$ cat config.mk
export PLATFORM = sky130hd
export DESIGN_NAME = cellmem_proc
export DESIGN_NICKNAME = d
export VERILOG_FILES = /design/src/rtl/ccp_pkg.sv /design/src/rtl/ccp_rx.sv /design/src/rtl/ccp_seq.sv /design/src/rtl/ccp_tx.sv /design/src/rtl/cellmem_proc.sv
export SDC_FILE = /design/constraint.sdc
export NUM_CORES = 2
export LEC_CHECK = 0
export BUFFER_PORTS_ARGS = -buffer_cell sky130_fd_sc_hd__buf_2
export CAP_MARGIN = 20
export CORE_MARGIN = 4
export CORE_UTILIZATION = 55
export DETAILED_ROUTE_END_ITERATION = 10
export GPL_TIMING_DRIVEN = 0
export MAX_ROUTING_LAYER = met4
export PLACE_DENSITY = 0.78
export SETUP_SLACK_MARGIN = 0.5
export SYNTH_ARGS = -nofsm -noshare
export SYNTH_HDL_FRONTEND = slang
export SYNTH_SLANG_ARGS = --single-unit
$ cat constraint.sdc
create_clock -name clk -period 8.7 [get_ports clk]
set_input_delay 0.435 -clock clk [delete_from_list [all_inputs] [get_ports clk]]
set_output_delay 0.435 -clock clk [all_outputs]
set_load 0.005 [all_outputs]
$ cat src/rtl/ccp_pkg.sv
package ccp_pkg;
  localparam logic [1:0] WID_32 = 2'd0;
  localparam logic [1:0] WID_36 = 2'd1;
  localparam logic [1:0] WID_64 = 2'd2;

  typedef struct packed {
    logic [7:0] mod_id;
    logic       rsp;
    logic [1:0] width;
    logic       wr;
    logic       bank;
    logic [3:0] count;
    logic [6:0] spare;
    logic [7:0] status;
  } hdr_t;

  typedef enum logic [1:0] {SQ_IDLE, SQ_RUN, SQ_FIN} sq_st_e;

  function automatic logic [15:0] oc_add(input logic [15:0] a, input logic [15:0] b);
    logic [16:0] s;
    s = {1'b0, a} + {1'b0, b};
    return s[15:0] + {15'd0, s[16]};
  endfunction

  function automatic logic [15:0] oc_word(input logic [15:0] acc, input logic [31:0] w);
    return oc_add(oc_add(acc, w[15:0]), w[31:16]);
  endfunction
endpackage

$ cat src/rtl/ccp_rx.sv
module ccp_rx
  import ccp_pkg::*;
#(
  parameter int CELL_LEN = 20
) (
  input  logic        clk,
  input  logic        rst,
  input  logic        in_valid,
  input  logic        in_sop,
  input  logic [31:0] in_data,
  input  logic        release_i,
  output logic        in_ready,
  output logic [31:0] cell_buf [CELL_LEN],
  output logic        cell_done,
  output logic        cell_ok
);
  localparam int IDX_W = $clog2(CELL_LEN);

  logic             hold, in_cell, accept;
  logic [IDX_W-1:0] cnt, wr_idx;
  logic [15:0]      acc, acc_nxt;

  assign accept   = in_valid && !hold && (in_sop || in_cell);
  assign wr_idx   = in_sop ? '0 : cnt;
  assign acc_nxt  = oc_word(in_sop ? 16'h0000 : acc, in_data);
  assign in_ready = !hold;

  always_ff @(posedge clk) begin
    if (accept) cell_buf[wr_idx] <= in_data;
  end

  always_ff @(posedge clk) begin
    if (rst) begin
      hold      <= 1'b0;
      in_cell   <= 1'b0;
      cnt       <= '0;
      acc       <= '0;
      cell_done <= 1'b0;
      cell_ok   <= 1'b0;
    end else begin
      cell_done <= 1'b0;
      if (release_i) hold <= 1'b0;
      if (accept) begin
        if (wr_idx == IDX_W'(CELL_LEN - 1)) begin
          hold      <= 1'b1;
          cell_done <= 1'b1;
          cell_ok   <= (acc_nxt == 16'hFFFF);
          in_cell   <= 1'b0;
          cnt       <= '0;
        end else begin
          in_cell <= 1'b1;
          cnt     <= wr_idx + 1'b1;
          acc     <= acc_nxt;
        end
      end
    end
  end

  // a held cell is never overwritten
  a_r12_hold_freezes: assert property (@(posedge clk) disable iff (rst)
    hold |=> $stable(cell_buf[0]));
endmodule

$ cat src/rtl/ccp_seq.sv
module ccp_seq
  import ccp_pkg::*;
#(
  parameter int ADDR_W = 16,
  parameter int SLOTS  = 16,
  parameter int LIM32  = 8,
  parameter int LIM36  = 6,
  parameter int LIM64  = 4
) (
  input  logic              clk,
  input  logic              rst,
  input  logic              start,
  input  hdr_t              hdr_i,
  input  logic [ADDR_W-1:0] base_i,
  input  logic [31:0]       slot_in [SLOTS],
  output logic              mem_req,
  output logic              mem_we,
  output logic              mem_bank,
  output logic [ADDR_W-1:0] mem_addr,
  output logic [63:0]       mem_wdata,
  input  logic [63:0]       mem_rdata,
  output logic [31:0]       echo_slot [SLOTS],
  output logic [SLOTS-1:0]  echo_vld,
  output logic              err,
  output logic              done
);
  localparam int SLOT_W = $clog2(SLOTS);

  sq_st_e            st;
  logic [3:0]        k, cnt_r, rd_k, put_k;
  logic [1:0]        wid_r;
  logic              wr_r, bank_r, rd_pend, put_en, hdr_ok;
  logic [ADDR_W-1:0] base_r;
  logic [SLOT_W-1:0] lo_idx, hi_idx, put_lo;
  logic [31:0]       lo_w, hi_w;
  logic [63:0]       put_d;

  function automatic logic [3:0] lim(input logic [1:0] w);
    case (w)
      WID_32:  return 4'(LIM32);
      WID_36:  return 4'(LIM36);
      WID_64:  return 4'(LIM64);
      default: return 4'd0;
    endcase
  endfunction

  function automatic logic [SLOT_W-1:0] first_slot(input logic [1:0] w, input logic [3:0] n);
    return (w == WID_32) ? SLOT_W'(n) : SLOT_W'({n, 1'b0});
  endfunction

  assign hdr_ok = (hdr_i.count != 4'd0) && (hdr_i.count <= lim(hdr_i.width));

  // request side: driven from state registers only
  assign lo_idx   = first_slot(wid_r, k);
  assign hi_idx   = lo_idx + 1'b1;
  assign lo_w     = slot_in[lo_idx];
  assign hi_w     = slot_in[hi_idx];
  assign mem_req  = (st == SQ_RUN);
  assign mem_we   = wr_r;
  assign mem_bank = bank_r;
  assign mem_addr = base_r + ADDR_W'(k);
  always_comb begin
    case (wid_r)
      WID_32:  mem_wdata = {32'h0, lo_w};
      WID_36:  mem_wdata = {28'h0, hi_w[3:0], lo_w};
      default: mem_wdata = {hi_w, lo_w};
    endcase
  end

  assign done = (st == SQ_FIN) && !rd_pend;

  always_ff @(posedge clk) begin
    if (rst) begin
      st      <= SQ_IDLE;
      k       <= '0;
      cnt_r   <= '0;
      rd_k    <= '0;
      wid_r   <= WID_32;
      wr_r    <= 1'b0;
      bank_r  <= 1'b0;
      base_r  <= '0;
      rd_pend <= 1'b0;
      err     <= 1'b0;
    end else begin
      rd_pend <= 1'b0;
      case (st)
        SQ_IDLE: if (start) begin
          wid_r  <= hdr_i.width;
          wr_r   <= hdr_i.wr;
          bank_r <= hdr_i.bank;
          cnt_r  <= hdr_i.count;
          base_r <= base_i;
          k      <= '0;
          err    <= !hdr_ok;
          st     <= hdr_ok ? SQ_RUN : SQ_FIN;
        end
        SQ_RUN: begin
          if (!wr_r) begin
            rd_pend <= 1'b1;
            rd_k    <= k;
          end
          k <= k + 1'b1;
          if (k == cnt_r - 1'b1) st <= SQ_FIN;
        end
        SQ_FIN: if (!rd_pend) st <= SQ_IDLE;
        default: st <= SQ_IDLE;
      endcase
    end
  end

  // echo capture: written data at issue, read data one cycle later
  assign put_en = (mem_req && wr_r) || rd_pend;
  assign put_k  = rd_pend ? rd_k : k;
  assign put_d  = rd_pend ? mem_rdata : mem_wdata;
  assign put_lo = first_slot(wid_r, put_k);

  always_ff @(posedge clk) begin
    if (put_en) begin
      echo_slot[put_lo] <= put_d[31:0];
      if (wid_r != WID_32)
        echo_slot[put_lo + 1'b1] <= (wid_r == WID_36) ? {28'h0, put_d[35:32]} : put_d[63:32];
    end
  end

  always_ff @(posedge clk) begin
    if (rst || start) echo_vld <= '0;
    else if (put_en) begin
      echo_vld[put_lo] <= 1'b1;
      if (wid_r != WID_32) echo_vld[put_lo + 1'b1] <= 1'b1;
    end
  end

  // never more accesses than the width allows
  a_r7_count_within_limit: assert property (@(posedge clk) disable iff (rst)
    mem_req |-> (k < lim(wid_r)));
  // accessed data words stay inside the data area
  a_r5_slots_fit: assert property (@(posedge clk) disable iff (rst)
    mem_req |-> (32'(k) * ((wid_r == WID_32) ? 1 : 2) < SLOTS));
  // back-to-back accesses step the address by one on a fixed bank
  a_r4_addr_ascends: assert property (@(posedge clk) disable iff (rst)
    (mem_req && $past(mem_req)) |-> (mem_addr == $past(mem_addr) + 1'b1 && $stable(mem_bank)));
  // read data is captured only the cycle after a read request
  a_r6_read_latency: assert property (@(posedge clk) disable iff (rst)
    rd_pend |-> $past(mem_req && !mem_we));
endmodule

$ cat src/rtl/ccp_tx.sv
module ccp_tx
  import ccp_pkg::*;
#(
  parameter int CELL_LEN = 20,
  parameter int SLOTS    = 16
) (
  input  logic             clk,
  input  logic             rst,
  input  logic             start_pass,
  input  logic             start_rsp,
  input  logic [31:0]      cell_buf [CELL_LEN],
  input  logic [31:0]      echo_slot [SLOTS],
  input  logic [SLOTS-1:0] echo_vld,
  input  logic [7:0]       status,
  output logic             out_valid,
  output logic             out_sop,
  output logic [31:0]      out_data,
  output logic             done
);
  localparam int IDX_W  = $clog2(CELL_LEN);
  localparam int SLOT_W = $clog2(SLOTS);

  logic             active, mode_rsp;
  logic [IDX_W-1:0] idx, sidx;
  logic [15:0]      acc;
  logic [31:0]      w;

  assign sidx = idx - IDX_W'(2);

  always_comb begin
    w = cell_buf[idx];
    if (mode_rsp) begin
      if (idx == '0)
        w = {cell_buf[0][31:24], 1'b1, cell_buf[0][22:8], status};
      else if (idx == IDX_W'(CELL_LEN - 1))
        w = {16'h0000, ~acc};
      else if (idx >= IDX_W'(2) && idx < IDX_W'(2 + SLOTS) && echo_vld[sidx[SLOT_W-1:0]])
        w = echo_slot[sidx[SLOT_W-1:0]];
    end
  end

  always_ff @(posedge clk) begin
    if (rst) begin
      active    <= 1'b0;
      mode_rsp  <= 1'b0;
      idx       <= '0;
      acc       <= '0;
      out_valid <= 1'b0;
      out_sop   <= 1'b0;
      out_data  <= '0;
      done      <= 1'b0;
    end else begin
      out_valid <= 1'b0;
      out_sop   <= 1'b0;
      done      <= 1'b0;
      if (!active && (start_pass || start_rsp)) begin
        active   <= 1'b1;
        mode_rsp <= start_rsp;
        idx      <= '0;
        acc      <= '0;
      end else if (active) begin
        out_valid <= 1'b1;
        out_sop   <= (idx == '0);
        out_data  <= w;
        acc       <= oc_word(acc, w);
        if (idx == IDX_W'(CELL_LEN - 1)) begin
          active <= 1'b0;
          done   <= 1'b1;
        end else begin
          idx <= idx + 1'b1;
        end
      end
    end
  end

  // a started output cell continues on the next cycle
  a_r1_cell_contiguous: assert property (@(posedge clk) disable iff (rst)
    (out_valid && out_sop) |=> (out_valid && !out_sop));
endmodule

$ cat src/rtl/cellmem_proc.sv
module cellmem_proc
  import ccp_pkg::*;
#(
  parameter logic [7:0] MODULE_ID = 8'h2A,
  parameter int CELL_LEN = 20,
  parameter int SLOTS    = 16,
  parameter int ADDR_W   = 16,
  parameter int LIM32    = 8,
  parameter int LIM36    = 6,
  parameter int LIM64    = 4
) (
  input  logic              clk,
  input  logic              rst,
  input  logic              in_valid,
  input  logic              in_sop,
  input  logic [31:0]       in_data,
  output logic              in_ready,
  output logic              out_valid,
  output logic              out_sop,
  output logic [31:0]       out_data,
  output logic              mem_req,
  output logic              mem_we,
  output logic              mem_bank,
  output logic [ADDR_W-1:0] mem_addr,
  output logic [63:0]       mem_wdata,
  input  logic [63:0]       mem_rdata
);
  logic [31:0]      cell_buf [CELL_LEN];
  logic [31:0]      slot_in  [SLOTS];
  logic [31:0]      echo_slot [SLOTS];
  logic [SLOTS-1:0] echo_vld;
  logic             rx_done, rx_ok, seq_err, seq_done, tx_done;
  logic             addressed, start_pass, start_seq, drop, release_c;
  hdr_t             hdr0;

  assign hdr0       = hdr_t'(cell_buf[0]);
  assign addressed  = (hdr0.mod_id == MODULE_ID) && !hdr0.rsp;
  assign start_pass = rx_done && !addressed;
  assign start_seq  = rx_done && addressed && rx_ok;
  assign drop       = rx_done && addressed && !rx_ok;
  assign release_c  = drop || tx_done;

  for (genvar g = 0; g < SLOTS; g++) begin : g_slot
    assign slot_in[g] = cell_buf[2 + g];
  end

  ccp_rx #(.CELL_LEN(CELL_LEN)) u_rx (
    .clk(clk), .rst(rst), .in_valid(in_valid), .in_sop(in_sop), .in_data(in_data),
    .release_i(release_c), .in_ready(in_ready), .cell_buf(cell_buf),
    .cell_done(rx_done), .cell_ok(rx_ok));

  ccp_seq #(.ADDR_W(ADDR_W), .SLOTS(SLOTS), .LIM32(LIM32), .LIM36(LIM36), .LIM64(LIM64)) u_seq (
    .clk(clk), .rst(rst), .start(start_seq), .hdr_i(hdr0),
    .base_i(cell_buf[1][ADDR_W-1:0]), .slot_in(slot_in),
    .mem_req(mem_req), .mem_we(mem_we), .mem_bank(mem_bank), .mem_addr(mem_addr),
    .mem_wdata(mem_wdata), .mem_rdata(mem_rdata),
    .echo_slot(echo_slot), .echo_vld(echo_vld), .err(seq_err), .done(seq_done));

  ccp_tx #(.CELL_LEN(CELL_LEN), .SLOTS(SLOTS)) u_tx (
    .clk(clk), .rst(rst), .start_pass(start_pass), .start_rsp(seq_done),
    .cell_buf(cell_buf), .echo_slot(echo_slot), .echo_vld(echo_vld),
    .status({7'd0, seq_err}), .out_valid(out_valid), .out_sop(out_sop),
    .out_data(out_data), .done(tx_done));

  // memory traffic and response words never overlap
  a_r10_no_out_during_access: assert property (@(posedge clk) disable iff (rst)
    mem_req |-> !out_valid);
  // a corrupted request is dropped quietly and input reopens
  a_r2_drop_silent: assert property (@(posedge clk) disable iff (rst)
    drop |=> (in_ready && !out_valid && !mem_req));
  // a passed-through cell touches no memory
  a_r3_pass_no_access: assert property (@(posedge clk) disable iff (rst)
    start_pass |=> !mem_req);
endmodule

==> flow_summary.toml <==
[outcome]
status = "finished with violations"
failed_checks = "DRC"

[clocking]
htreeDepth = 4
clock_latency_ns = 0.82
clock_sinks = 1287
ctsRootBufferMaster = "clkbuf_16"
cts.path.max_buffers = 3
cts_tree = "done"
path_clk_slew_ns = 0.06
numCtsBuffers = 141

[worst_setup_path]
start_kind = "flip-flop"
cpPeakStageDelay_ns = 0.45
worst-path-buf-inv = 10
crit_slowest_cell = "dfxtp_1"
cp_common_cell = "buf_6"
criticalPathCategory = "flip-flop to flip-flop"
critPathCaptureType = "flip-flop"
critPathTopFamily = "compound AO/OA/AOI/OAI gates"
critPathMaxFanout = 10
cp.arrival_ns = 9.35
required_ns = 9.35

[detailed_routing]
remaining_drc_errors = 2
avgViaCountPerCell = 7.67
wl_per_cell_um = 40.0
vias = 61700
drtIter0Drc = 12500
drtPass1Iterations = 11
wirelength_um = 322000
antenna_left = 0

[power]
internal_power_mw = 10.6
combPwrFrac_pct = 6.2
p_sw_share_pct = 24.0
leakage_nw = 27.5
p_per_area_mw_per_mm2 = 169
p_seq_share_pct = 48.2
clkPwrFrac_pct = 45.5
peakVddDrop_mv = 0.189
p_sw_mw = 3.36
design_power_total_mw = 14.0

[grt]
grt_start_max_net_pins = 128
grt_pass1_wl_um = 439000
gr-total-overflow = 0
grt_usage_pct = 47.7
grt_pass1_vias = 57500
grt_antenna_before_repair = 34

[synthesis]
synthTopCellsByCount = "edfxtp_1 (1152), nand2_1 (614), nor2_1 (567)"
ys.warnings.count = 0
syn_inst = 5672
yosysTopAreaCellShare_pct = 48.2
ys_ff_latch = 1287
ys_types = 107
avgSynthCellArea_sq_um = 12.6
netlist_top_cells_area = "edfxtp_1 (48%), mux4_2 (15%), dfxtp_1 (3.8%)"
yosysMostFrequentCell = "edfxtp_1"
synth_ff_type = "edfxtp_1"
synth_top_cell_by_area = "edfxtp_1"
syn-cell-area_sq_mm = 0.0717
yosysSeqAreaShare_pct = 52.0
synth_nets = 5871
async_flop_share_pct = 0
synth-edff-count = 1152

[finish]
fin_util_pct = 63.7
stdcell_area_sq_mm = 0.0825
drive_gt1_share_pct = 24.4
fin_nets = 6341
area_growth_pct = 15.1

[floorplan]
fp.dieH_um = 369
pin_count = 218
row_count = 132
start_util_pct = 55.4
core_sq_mm = 0.129
die_w_um = 369
dieArea_sq_mm = 0.136

[timing]
slew_violations = 0
final_hold_viol_count = 0
rsz0062_at_grt = "yes"
max_freq_ghz = 0.115
finalSetupTns_ns = 0
period_share_pct = 99.9
worst_slew_pin_slew_ns = 1.37
finalClockSkew_ns = 0.0383
setup_viol_count_final = 0
holdWs_ns = 0.0634
relSlewSlack_pct = 8.89
finalCriticalPeriod_ns = 8.69

[place]
placed_area_sq_mm = 0.0762
dp_hpwl_um = 233000
port_buffers = 215
place_congestion = 1.09

[hold_path]
min_path_type = "input pin to flip-flop"

[flow_run]
cap_violations = 0
path summary, 6_finish.rpt:
check	start	end	slack (ns)	cells past startpoint
min reg2reg	u_rx.acc[8]	u_rx.acc[8]	0.45	2
max	u_tx.idx[1]	u_tx.acc[7]	0.006	46
min	in_data[10]	u_rx.cell_buf[42]	0.06	1
max reg2reg	u_tx.idx[1]	u_tx.acc[7]	0.006	46
worst register-to-register path: cells and delay by family (launching register included):
family,cells,cell delay [ns]
AND/OR/NAND/NOR,11,1.55
multiplexers,1,0.23
buffers and inverters,10,1.81
adder cells (fa/ha/maj),5,1.20
XOR/XNOR,2,0.32
AO/OA/AOI/OAI,17,3.00
flip-flops,1,0.45
layer usage:
metal	GRT usage, %	routed length (um)	part of all wire, %
met2	62.7	128000	40
met3	25.1	61700	19
met4	34.6	31300	9.7
met1	55.3	101000	31
met5	-	0	0
layout by cell type, fill, tap and decap left out, drive strengths merged, types with 15 or more instances in the layout:
cell    instances
nor2          568
nand2b         32
xor2           41
a221oi        256
a21oi         286
nor3           51
nand3         108
o21a           19
o221ai         65
a31oi          25
nand2         642
mux2           32
mux4          467
xnor2          69
inv            76
o21ai         293
diode          51
a211oi         77
or2            25
mux2i         158
o211ai         39
bufinv         17
dfxtp         135
buf           531
edfxtp       1152
nor2b          36
and3           87
clkinv         55
a311oi         43
o22ai          79
clkbuf        461
a22oi          15
ha             94
nand3b         35
timing repair:
action / CTS / global route
pin swaps: 43 / 32
setup buffers: 38 / 13
setup endpoints to repair: 18 / 22
gates resized for setup: 185 / 49
hold buffers: 0 / 0
endpoints found under the hold margin: 0 / 0
registers in the layout (all words and copies together), names as in the netlist, 2 cells and up:
register and flops:
u_rx.cell_buf 640, u_seq.echo_slot 512, u_tx.out_data 32, u_rx.acc 16
u_seq.base_r 16, u_seq.echo_vld 16, u_tx.acc 16, u_rx.cnt 5
u_tx.idx 5, u_seq.cnt_r 4, u_seq.k 4, u_seq.rd_k 4
u_seq.st 2, u_seq.wid_r 2
cell families after synthesis:
| kind of cell | count (synthesis) | synth area share (%) |
|---|---|---|
| and+or+nand+nor | 1644 | 10.2 |
| adders and majority gates | 99 | 1.78 |
| AOI/OAI and AO/OA | 1312 | 12.9 |
| xor gates and xnor gates | 111 | 1.39 |
| buffers and inverters | 562 | 3.72 |
| muxes | 657 | 18.0 |
| DFF | 1287 | 52.0 |
through the flow:
step | setup WS (ns) | cells
2_1_floorplan | 0.479 | 5672
3_3_place_gp | -2.79 | 7629
3_5_place_dp | -2.50 | 7682
4_1_cts | 0.243 | 7978
5_1_grt | -0.177 | 8033
6_report | 0.00628 | 8050
area by class of cell:
class / count / area [sq um]
well taps: 1742 / 2180
inverters: 70 / 273
diodes: 51 / 128
flip-flops and latches: 1287 / 37300
multi-input cells: 3823 / 32400
fillers: 9746 / 47000
plain buffers: 492 / 2830
repair buffers: 327 / 2660
clock inverters: 84 / 1040
clock buffers: 174 / 3720
power by group through the flow:
stage	sequential (mW)	combinational (mW)	clock [mW]
detailed placement	6.86	0.788	0
floorplan	6.85	0.524	0
global placement	6.87	0.768	0
global route	6.73	0.926	6.55
finish	6.74	0.872	6.36
CTS	6.73	0.819	6.27
Power figures use the tool's default switching activity.
